===== config.mk =====
export PLATFORM = sky130hd
export DESIGN_NAME = cpwm_channel
export DESIGN_NICKNAME = d
export VERILOG_FILES = /design/src/rtl/cpwm_pkg.sv /design/src/rtl/cpwm_timebase.sv /design/src/rtl/cpwm_shadow_regs.sv /design/src/rtl/cpwm_action.sv /design/src/rtl/cpwm_evt_presc.sv /design/src/rtl/cpwm_channel.sv
export SDC_FILE = /design/constraint.sdc
export NUM_CORES = 1
export LEC_CHECK = 0
export ABC_AREA = 0
export BUFFER_PORTS_ARGS = -buffer_cell sky130_fd_sc_hd__buf_2
export CAP_MARGIN = 10
export CORE_ASPECT_RATIO = 0.5
export CORE_UTILIZATION = 65
export DETAILED_ROUTE_END_ITERATION = 6
export PLACE_DENSITY = 0.89
export REMOVE_ABC_BUFFERS = 1
export SETUP_SLACK_MARGIN = 0.3
export SLEW_MARGIN = 25
export SYNTH_ARGS = -nofsm -noshare
export SYNTH_HDL_FRONTEND = slang
export SYNTH_SLANG_ARGS = --single-unit
export TNS_END_PERCENT = 100

===== constraint.sdc =====
create_clock -name clk -period 15.1 [get_ports clk]
set_clock_uncertainty 0.15 [all_clocks]
set_input_delay 3.02 -clock clk [delete_from_list [all_inputs] [get_ports clk]]
set_output_delay 3.02 -clock clk [all_outputs]
set_load 0.02 [all_outputs]

===== src/rtl/cpwm_pkg.sv =====
package cpwm_pkg;

   typedef enum logic {
      DIR_DOWN = 1'b0,
      DIR_UP   = 1'b1
   } cpwm_dir_e;

   // register map: peak first, then one slot per compare, then phase, then flag clear
   function automatic int cpwm_addr_cmp(input int idx);
      return 1 + idx;
   endfunction

   function automatic int cpwm_addr_phase(input int n_cmp);
      return 1 + n_cmp;
   endfunction

   function automatic int cpwm_addr_clr(input int n_cmp);
      return 2 + n_cmp;
   endfunction

endpackage


===== src/rtl/cpwm_timebase.sv =====
module cpwm_timebase
   import cpwm_pkg::*;
#(
   parameter int CNT_W = 16
) (
   input  logic             clk,
   input  logic             rst_n,
   input  logic             tick,
   input  logic             sync_ld,
   input  logic [CNT_W-1:0] phase,
   input  logic [CNT_W-1:0] prd_eff,
   output logic [CNT_W-1:0] cnt,
   output logic [CNT_W-1:0] cnt_nxt,
   output logic             step,
   output logic             step_up,
   output logic             zero_evt
);

   localparam logic [CNT_W-1:0] ZERO = '0;
   localparam logic [CNT_W-1:0] ONE  = CNT_W'(1);

   cpwm_dir_e dir_q, dir_d;

   always_comb begin
      cnt_nxt = cnt;
      dir_d   = dir_q;
      if (sync_ld) begin
         cnt_nxt = phase;
         dir_d   = DIR_UP;
      end else if (tick && prd_eff != ZERO) begin
         if (dir_q == DIR_UP) begin
            if (cnt >= prd_eff) begin
               cnt_nxt = cnt - ONE;
               dir_d   = DIR_DOWN;
            end else begin
               cnt_nxt = cnt + ONE;
            end
         end else begin
            if (cnt == ZERO) begin
               cnt_nxt = ONE;
               dir_d   = DIR_UP;
            end else begin
               cnt_nxt = cnt - ONE;
            end
         end
      end
   end

   assign zero_evt = tick && !sync_ld && (cnt == ZERO);
   assign step     = tick && !sync_ld && (cnt_nxt != cnt);
   assign step_up  = (cnt_nxt > cnt);

   always_ff @(posedge clk) begin
      if (!rst_n) begin
         cnt   <= ZERO;
         dir_q <= DIR_UP;
      end else begin
         cnt   <= cnt_nxt;
         dir_q <= dir_d;
      end
   end

endmodule


===== src/rtl/cpwm_shadow_regs.sv =====
module cpwm_shadow_regs
   import cpwm_pkg::*;
#(
   parameter int CNT_W   = 16,
   parameter int NUM_CMP = 2,
   parameter int ADDR_W  = 3
) (
   input  logic                            clk,
   input  logic                            rst_n,
   input  logic                            wr_en,
   input  logic [ADDR_W-1:0]               wr_addr,
   input  logic [CNT_W-1:0]                wr_data,
   input  logic                            zero_evt,
   output logic [CNT_W-1:0]                prd_eff,
   output logic [NUM_CMP-1:0][CNT_W-1:0]   cmp_eff,
   output logic [CNT_W-1:0]                phase
);

   localparam logic [ADDR_W-1:0] A_PRD   = '0;
   localparam logic [ADDR_W-1:0] A_PHASE = ADDR_W'(cpwm_addr_phase(NUM_CMP));

   logic [CNT_W-1:0] prd_hold, prd_live;

   always_ff @(posedge clk) begin
      if (!rst_n) begin
         prd_hold <= '0;
         prd_live <= '0;
         phase    <= '0;
      end else begin
         if (wr_en && wr_addr == A_PRD)   prd_hold <= wr_data;
         if (wr_en && wr_addr == A_PHASE) phase    <= wr_data;
         if (zero_evt)                    prd_live <= prd_hold;
      end
   end

   // the value in force for the step taken at a zero point is the freshly loaded one
   assign prd_eff = zero_evt ? prd_hold : prd_live;

   for (genvar gi = 0; gi < NUM_CMP; gi++) begin : g_cmp
      localparam logic [ADDR_W-1:0] A_CMP = ADDR_W'(cpwm_addr_cmp(gi));
      logic [CNT_W-1:0] cmp_hold, cmp_live;

      always_ff @(posedge clk) begin
         if (!rst_n) begin
            cmp_hold <= '0;
            cmp_live <= '0;
         end else begin
            if (wr_en && wr_addr == A_CMP) cmp_hold <= wr_data;
            if (zero_evt)                  cmp_live <= cmp_hold;
         end
      end

      assign cmp_eff[gi] = zero_evt ? cmp_hold : cmp_live;
   end

endmodule


===== src/rtl/cpwm_action.sv =====
module cpwm_action #(
   parameter int CNT_W = 16
) (
   input  logic             clk,
   input  logic             rst_n,
   input  logic             step,
   input  logic             step_up,
   input  logic [CNT_W-1:0] cnt_nxt,
   input  logic [CNT_W-1:0] cmp,
   input  logic [CNT_W-1:0] prd,
   output logic             pwm
);

   logic hit;

   assign hit = step && (cnt_nxt == cmp) && (cmp != '0) && (cmp <= prd);

   always_ff @(posedge clk) begin
      if (!rst_n)   pwm <= 1'b0;
      else if (hit) pwm <= step_up;
   end

endmodule


===== src/rtl/cpwm_evt_presc.sv =====
module cpwm_evt_presc #(
   parameter int EVT_N = 3
) (
   input  logic clk,
   input  logic rst_n,
   input  logic zero_evt,
   input  logic flag_clr,
   output logic irq_pulse,
   output logic irq_flag
);

   localparam int EW = (EVT_N > 2) ? $clog2(EVT_N) : 1;
   localparam logic [EW-1:0] LAST = EW'(EVT_N - 1);

   logic [EW-1:0] evt_cnt;
   logic          fire;

   assign fire = zero_evt && (evt_cnt == LAST);

   always_ff @(posedge clk) begin
      if (!rst_n) begin
         evt_cnt   <= '0;
         irq_pulse <= 1'b0;
         irq_flag  <= 1'b0;
      end else begin
         irq_pulse <= fire;
         if (zero_evt) evt_cnt <= fire ? '0 : evt_cnt + EW'(1);
         if (fire)          irq_flag <= 1'b1;
         else if (flag_clr) irq_flag <= 1'b0;
      end
   end

endmodule


===== src/rtl/cpwm_channel.sv =====
module cpwm_channel
   import cpwm_pkg::*;
#(
   parameter  int CNT_W   = 16,
   parameter  int NUM_CMP = 2,
   parameter  int EVT_N   = 3,
   parameter  bit MASTER  = 1'b1,
   localparam int ADDR_W  = $clog2(NUM_CMP + 3)
) (
   input  logic               clk,
   input  logic               rst_n,
   input  logic               tick,
   input  logic               wr_en,
   input  logic [ADDR_W-1:0]  wr_addr,
   input  logic [CNT_W-1:0]   wr_data,
   input  logic               sync_in,
   output logic [NUM_CMP-1:0] pwm_raw,
   output logic               sync_out,
   output logic               irq_pulse,
   output logic               irq_flag,
   output logic [CNT_W-1:0]   count
);

   if (CNT_W < 2)   begin : g_bad_width $error("cpwm_channel: CNT_W must be at least 2"); end
   if (NUM_CMP < 1) begin : g_bad_cmp   $error("cpwm_channel: NUM_CMP must be at least 1"); end
   if (EVT_N < 2)   begin : g_bad_evt   $error("cpwm_channel: EVT_N must be at least 2"); end

   localparam bit                PHASE_EN = !MASTER;
   localparam logic [ADDR_W-1:0] A_CLR    = ADDR_W'(cpwm_addr_clr(NUM_CMP));

   logic                          sync_ld, zero_evt, step, step_up;
   logic [CNT_W-1:0]              cnt_nxt, prd_eff, phase;
   logic [NUM_CMP-1:0][CNT_W-1:0] cmp_eff;

   assign sync_ld = PHASE_EN && sync_in;

   cpwm_timebase #(.CNT_W(CNT_W)) u_tb (
      .clk(clk), .rst_n(rst_n), .tick(tick), .sync_ld(sync_ld),
      .phase(phase), .prd_eff(prd_eff), .cnt(count), .cnt_nxt(cnt_nxt),
      .step(step), .step_up(step_up), .zero_evt(zero_evt)
   );

   cpwm_shadow_regs #(.CNT_W(CNT_W), .NUM_CMP(NUM_CMP), .ADDR_W(ADDR_W)) u_regs (
      .clk(clk), .rst_n(rst_n), .wr_en(wr_en), .wr_addr(wr_addr),
      .wr_data(wr_data), .zero_evt(zero_evt), .prd_eff(prd_eff),
      .cmp_eff(cmp_eff), .phase(phase)
   );

   for (genvar gi = 0; gi < NUM_CMP; gi++) begin : g_act
      cpwm_action #(.CNT_W(CNT_W)) u_act (
         .clk(clk), .rst_n(rst_n), .step(step), .step_up(step_up),
         .cnt_nxt(cnt_nxt), .cmp(cmp_eff[gi]), .prd(prd_eff), .pwm(pwm_raw[gi])
      );
   end

   cpwm_evt_presc #(.EVT_N(EVT_N)) u_evt (
      .clk(clk), .rst_n(rst_n), .zero_evt(zero_evt),
      .flag_clr(wr_en && wr_addr == A_CLR),
      .irq_pulse(irq_pulse), .irq_flag(irq_flag)
   );

   if (MASTER) begin : g_leader
      assign sync_out = zero_evt;
   end else begin : g_follower
      assign sync_out = sync_in;
   end

endmodule


==> metrics.txt, run 1 <==
status finished with violations; failing checks DRC; Final Hold Viols 0; Total GRT Usage 51.8%; std cell rows 29; Clock Tree Root clkbuf_16; Power Density 263 mW/mm^2; Min Hold Slack 0.312 ns; Core Util, Final 74.4%; placed inst area 0.00906 sq mm; CP required 15.30 ns; final WL 36000 um; VDD IR max 119 uV; DRC violations left 1; Hold Crit Class flip-flop to flip-flop; Clock Latency Late Sink 0.43 ns; chip height 84.1 um; Final Net Count 1238; Die Area 0.0140 sq mm; CP Depth 26; post_cts resized 0; Tmin final 11.97 ns; first-pass GRT wire length 54900 um; critical path data arrival time 12.16 ns; Yosys warnings 0; leakage 4.10 nW; Post-synth EDFFs 0; max frequency 0.0836 GHz; number of DRC markers in iteration 0 2093; total power 2.53 mW; family with the most delay on the worst path simple AND/OR/NAND/NOR gates; Ports 45; cell count after synthesis 1137; asr flop ratio synth 0%; wire per inst 27.0 um; critical path class input port to flip-flop; layout cells sized above 1 9.69%; worst slew pin tran 0.979 ns; Max Cap Viol 0; Area contributors post-synth dfxtp_1, ha_1, nand2_1; Relative slew margins 34.5%; fill count 899; Final Max Slew Viols 0; Post-CTS Setup Bufs 0; slowest cell delay on critical path 0.73 ns; Syn Area/Cell 7.71 sq um; reg2reg path depth 27; largest net degree at the start of global routing 96; Die W 166 um; # diodes 0; crit end category flip-flop; flops & latches, synth 119; CTS Buffer Depth 2; sequential share of the synthesized area 27.2%; htree depth 4; Post-DP HPWL 24700 um; Fin Setup TNS 0 ns; Final period util 79.3%; CP Max Fanout 38; CTS tree done; vias in the first global route 9502; Setup WS post-layout 3.13 ns; initial antenna violation count 1; initial cell density of the core 67.9%; grt ovf 0; CP max stage cell nand4_4; RSZ-0062 raised after global routing no; clock sinks 119; CTS Buf Count 17; Critical Path Start Type input port; top_reg_cell synth dfxtp_1; pre-CTS WS 3.23 ns; Port Buf Inserts 43; Vias/cell 7.49; post-route cell area 0.00962 sq mm; worst path bufs/invs 3; Placer Congestion 1.12; post-synth top area cell dfxtp_1; Mapped Area 0.00877 sq mm; Core ar. 0.0129 sq mm; Synth-to-Final Area Change 9.69%; DP Cell Count 1304; post-synth top area share 27.2%; Routed Antenna Nets 0; 1st-pass router iterations 7; hold depth 2; vias after detailed routing 10002; Yosys cell types 75; Finish-stage setup viols 0; Cell Count, Final, Fillers Out 1336; clock slew at reported path FFs 0.06 ns; CTS Hold Bufs 0
==> synthesized netlist by cell type, types with 25 or more instances <==
| library cell | count |
|---|---|
| ha_1 | 61 |
| nand2_1 | 189 |
| a21boi_0 | 53 |
| nor4_1 | 33 |
| a21oi_1 | 49 |
| nor2b_1 | 45 |
| nor2_1 | 57 |
| nor3_1 | 32 |
| dfxtp_1 | 119 |
| mux2i_1 | 41 |
| o21ai_0 | 29 |
| nand4_1 | 25 |
| and2_1 | 33 |
| xnor2_1 | 28 |
| clkbuf_1 | 41 |
| inv_1 | 49 |
| nand3_1 | 37 |
==> state kept, by name, summed over array words and instances, names as in the netlist <==
signal	flops
g_act.u_act.pwm	2
u_evt.evt_cnt	2
u_evt.irq_flag	1
u_evt.irq_pulse	1
u_regs.g_cmp.cmp_hold	32
u_regs.g_cmp.cmp_live	32
u_regs.prd_hold	16
u_regs.prd_live	16
u_tb.cnt	16
u_tb.dir_q	1
==> report_power, final <==
group / total (mW) / switching (mW) / internal [mW]
Combinational: 1.73 / 1.14 / 0.592
Clock: 0.408 / 0.179 / 0.229
Sequential: 0.386 / 0.0477 / 0.338
Total: 2.53 / 1.37 / 1.16
==> per-layer routing <==
| layer | up-vias | wire length, um | global-route usage [%] |
|---|---|---|---|
| met3 | 260 | 6220 | 17.8 |
| met4 | 0 | 2360 | 29.4 |
| met5 | - | 0 | 0 |
| met1 | 4576 | 13100 | 66.4 |
| li1 | 4138 | - | - |
| met2 | 1028 | 14300 | 76.4 |
==> final timing paths <==
path / start / end / slack, ns
setup reg to reg: u_tb.cnt[0] / g_act[0].u_act.pwm / 5.01
hold / removal: g_act[1].u_act.pwm / g_act[1].u_act.pwm / 0.31
hold reg to reg: g_act[1].u_act.pwm / g_act[1].u_act.pwm / 0.31
setup / recovery: tick / g_act[0].u_act.pwm / 3.13
==> worst reg2reg max path: cells and delay by family (launching register included) <==
| kind | cells | cell delay, ns |
|---|---|---|
| and+or+nand+nor | 12 | 4.41 |
| AOI/OAI and AO/OA | 7 | 2.43 |
| buffers and inverters | 3 | 0.99 |
| adders and majority gates | 3 | 0.78 |
| muxes | 2 | 0.75 |
| DFF | 1 | 0.50 |
==> placed cells by master, fill, tap and decap left out, types with 37 or more instances in the layout <==
master    synthesis  final
nand3_1          37     37
nor2_1           57     57
inv_1            49     49
a21boi_0         53     53
nand2_1         189    189
buf_2            11     43
nor2b_1          45     45
mux2i_1          41     41
ha_1             61     61
dfxtp_1         119    119
a21oi_1          49     49
==> cell type report <==
cell class,count,area [sq um],area share [%]
multi-input cells,903,5920,61.6
flip-flops and latches,119,2380,24.8
clock buffers,20,437,4.54
repair buffers,61,350,3.64
well taps,170,213,2.21
inverters,51,193,2.00
clock inverters,12,118,1.22
==> cell families (layout without fill, tap and decap cells) <==
| kind of cell | count (synthesis) | in the layout | share of synthesized area [%] |
|---|---|---|---|
| multiplexers | 45 | 45 | 5.24 |
| XOR/XNOR | 34 | 34 | 3.40 |
| AO/OA/AOI/OAI | 249 | 249 | 20.0 |
| buffers and inverters | 115 | 144 | 5.35 |
| flip-flops | 119 | 119 | 27.2 |
| AND/OR/NAND/NOR | 509 | 509 | 29.6 |
| adder cells (fa/ha/maj) | 66 | 66 | 9.28 |
Note: power is estimated with default switching activity, not from simulation.
==> inputs of run 2 (changes only) <==
--- a/config.mk
+++ b/config.mk
@@ -9,9 +9,9 @@
 export BUFFER_PORTS_ARGS = -buffer_cell sky130_fd_sc_hd__buf_2
 export CAP_MARGIN = 10
 export CORE_ASPECT_RATIO = 0.5
-export CORE_UTILIZATION = 65
+export CORE_UTILIZATION = 63
 export DETAILED_ROUTE_END_ITERATION = 6
-export PLACE_DENSITY = 0.89
+export PLACE_DENSITY = 0.87
 export REMOVE_ABC_BUFFERS = 1
 export SETUP_SLACK_MARGIN = 0.3
 export SLEW_MARGIN = 25
==> constraint.sdc (replaced) <==
create_clock -name clk -period 11.95 [get_ports clk]
set_clock_uncertainty 0.15 [all_clocks]
set_input_delay 2.39 -clock clk [delete_from_list [all_inputs] [get_ports clk]]
set_output_delay 2.39 -clock clk [all_outputs]
set_load 0.02 [all_outputs]
==> metrics.txt, run 2 (synthesis gave the netlist of run 1 again) <==
crit end category flip-flop; post-route cell area 0.00976 sq mm; layout cells sized above 1 10.5%; Power Density 333 mW/mm^2; most common cell after layout, fill and taps aside nand2_1; DRC violations left 2; Die W 169 um; critical path class input port to flip-flop; Relative slew margins 30.2%; Routed Antenna Nets 0; Hold Crit Class flip-flop to flip-flop; most frequent cells in the layout nand2_1, dfxtp_1, ha_1, nor2_1, a21boi_0; CTS Buf Count 17; largest registers u_regs.g_cmp.cmp_hold x32, u_regs.g_cmp.cmp_live x32; Post-DP HPWL 24500 um; worst r2r src u_tb.cnt[0]; Ports 45; status finished with violations; Final Net Count 1245; worst slew pin tran 1.04 ns; RSZ-0062 raised after global routing no; CP Max Fanout 31; Clock Tree Root clkbuf_16; Port Buf Inserts 43; Final Hold Viols 0; Die Area 0.0144 sq mm; Final period util 89.8%; Core ar. 0.0136 sq mm; gr busiest metal met2; wire per inst 26.3 um; Tmin final 10.73 ns; post_cts resized 0; clock slew at reported path FFs 0.07 ns; Clock Latency Late Sink 0.43 ns; final WL 35900 um; reg2reg path depth 25; number of DRC markers in iteration 0 1532; min-delay src g_act[1].u_act.pwm; max frequency 0.0932 GHz; grt ovf 0; CTS Hold Bufs 0; hold endpoint g_act[1].u_act.pwm; leakage 4.16 nW; 1st-pass router iterations 7; met2 global-route usage 72.2%; Finish-stage setup viols 0; largest net degree at the start of global routing 121; Final Max Slew Viols 0; CTS Buffer Depth 2; VDD IR max 145 uV; Total GRT Usage 50.2%; initial antenna violation count 0; chip height 85.4 um; initial cell density of the core 64.7%; std cell rows 30; Max Cap Viol 0; vias in the first global route 9401; GR Layer Usage met3 17.6%; Fin Setup TNS 0 ns; failing checks DRC; Post-CTS Setup Bufs 0; vias after detailed routing 10038; critical path data arrival time 10.94 ns; r2r setup slk 2.56 ns; met1 Use GR 65.3%; clock sinks 119; fill count 1004; hold depth 2; first-pass GRT wire length 54200 um; Critical Path Start Type input port; Placer Congestion 1.11; # diodes 0; CTS tree done; CP required 12.16 ns; htree depth 4; placed inst area 0.00914 sq mm; Crit Reg-Reg Endpoint g_act[0].u_act.pwm; Synth-to-Final Area Change 11.3%; Vias/cell 7.35
[run 2: per-stage QoR]
step                hold slack, ns  power, mW  std cells  utilization [%]  setup slack, ns
finish                       0.317       3.25       1365             72.0             1.22
global route                 0.338       3.35       1365             72.0            0.895
CTS                          0.317       3.11       1365             72.0             1.65
detailed placement           0.310       2.56       1333             67.5             1.22
global placement             0.295       2.52       1333             67.5             1.30
floorplan                    0.302       1.90       1073                -             2.25
[run 2: area by class of cell]
class | count | area, sq um | share of cell area (%)
flip-flops and latches | 119 | 2380 | 24.4
well taps | 192 | 240 | 2.46
repair buffers | 68 | 403 | 4.13
clock buffers | 19 | 443 | 4.54
clock inverters | 13 | 169 | 1.73
multi-input cells | 903 | 5930 | 60.8
inverters | 51 | 193 | 1.97
[run 2: worst max-delay path: stages]
cell	delay, ns
buf_2	0.28
nor4b_1	0.47
nand4_4	0.59
mux2i_1	0.63
ha_1	0.34
a21oi_1	0.12
o21ai_0	0.14
a311oi_1	0.78
nand3_1	0.43
a21o_1	0.49
a311oi_1	0.83
o21ai_0	0.25
ha_1	0.35
nand2_1	0.06
nor2_1	0.09
or4b_2	0.25
nand2_1	0.12
a31o_2	0.26
a221oi_2	0.21
o2111ai_1	0.14
or4_1	0.53
or4_1	0.62
nor4_2	0.33
mux2i_1	0.20
[run 2: how the worst max path moves through the flow]
stage | cells after the start | from | endpoint | slack, ns
2_1_floorplan | 22 | tick | g_act[0].u_act.pwm | 2.25
3_3_place_gp | 24 | tick | g_act[0].u_act.pwm | 1.30
3_5_place_dp | 24 | tick | g_act[0].u_act.pwm | 1.22
4_1_cts | 25 | tick | g_act[0].u_act.pwm | 1.65
5_1_grt | 24 | tick | g_act[1].u_act.pwm | 0.90
6_report | 24 | tick | g_act[0].u_act.pwm | 1.22
[run 2: layer usage]
metal	share of wire [%]	vias to the layer above
li1	-	4160
met1	38	4616
met2	39	995
met3	16	267
met4	6.5	0
met5	0	-
[run 2: power by group]
group,internal [mW],switching [mW]
clock,0.336,0.215
combinational,0.779,1.44
sequential,0.427,0.0529
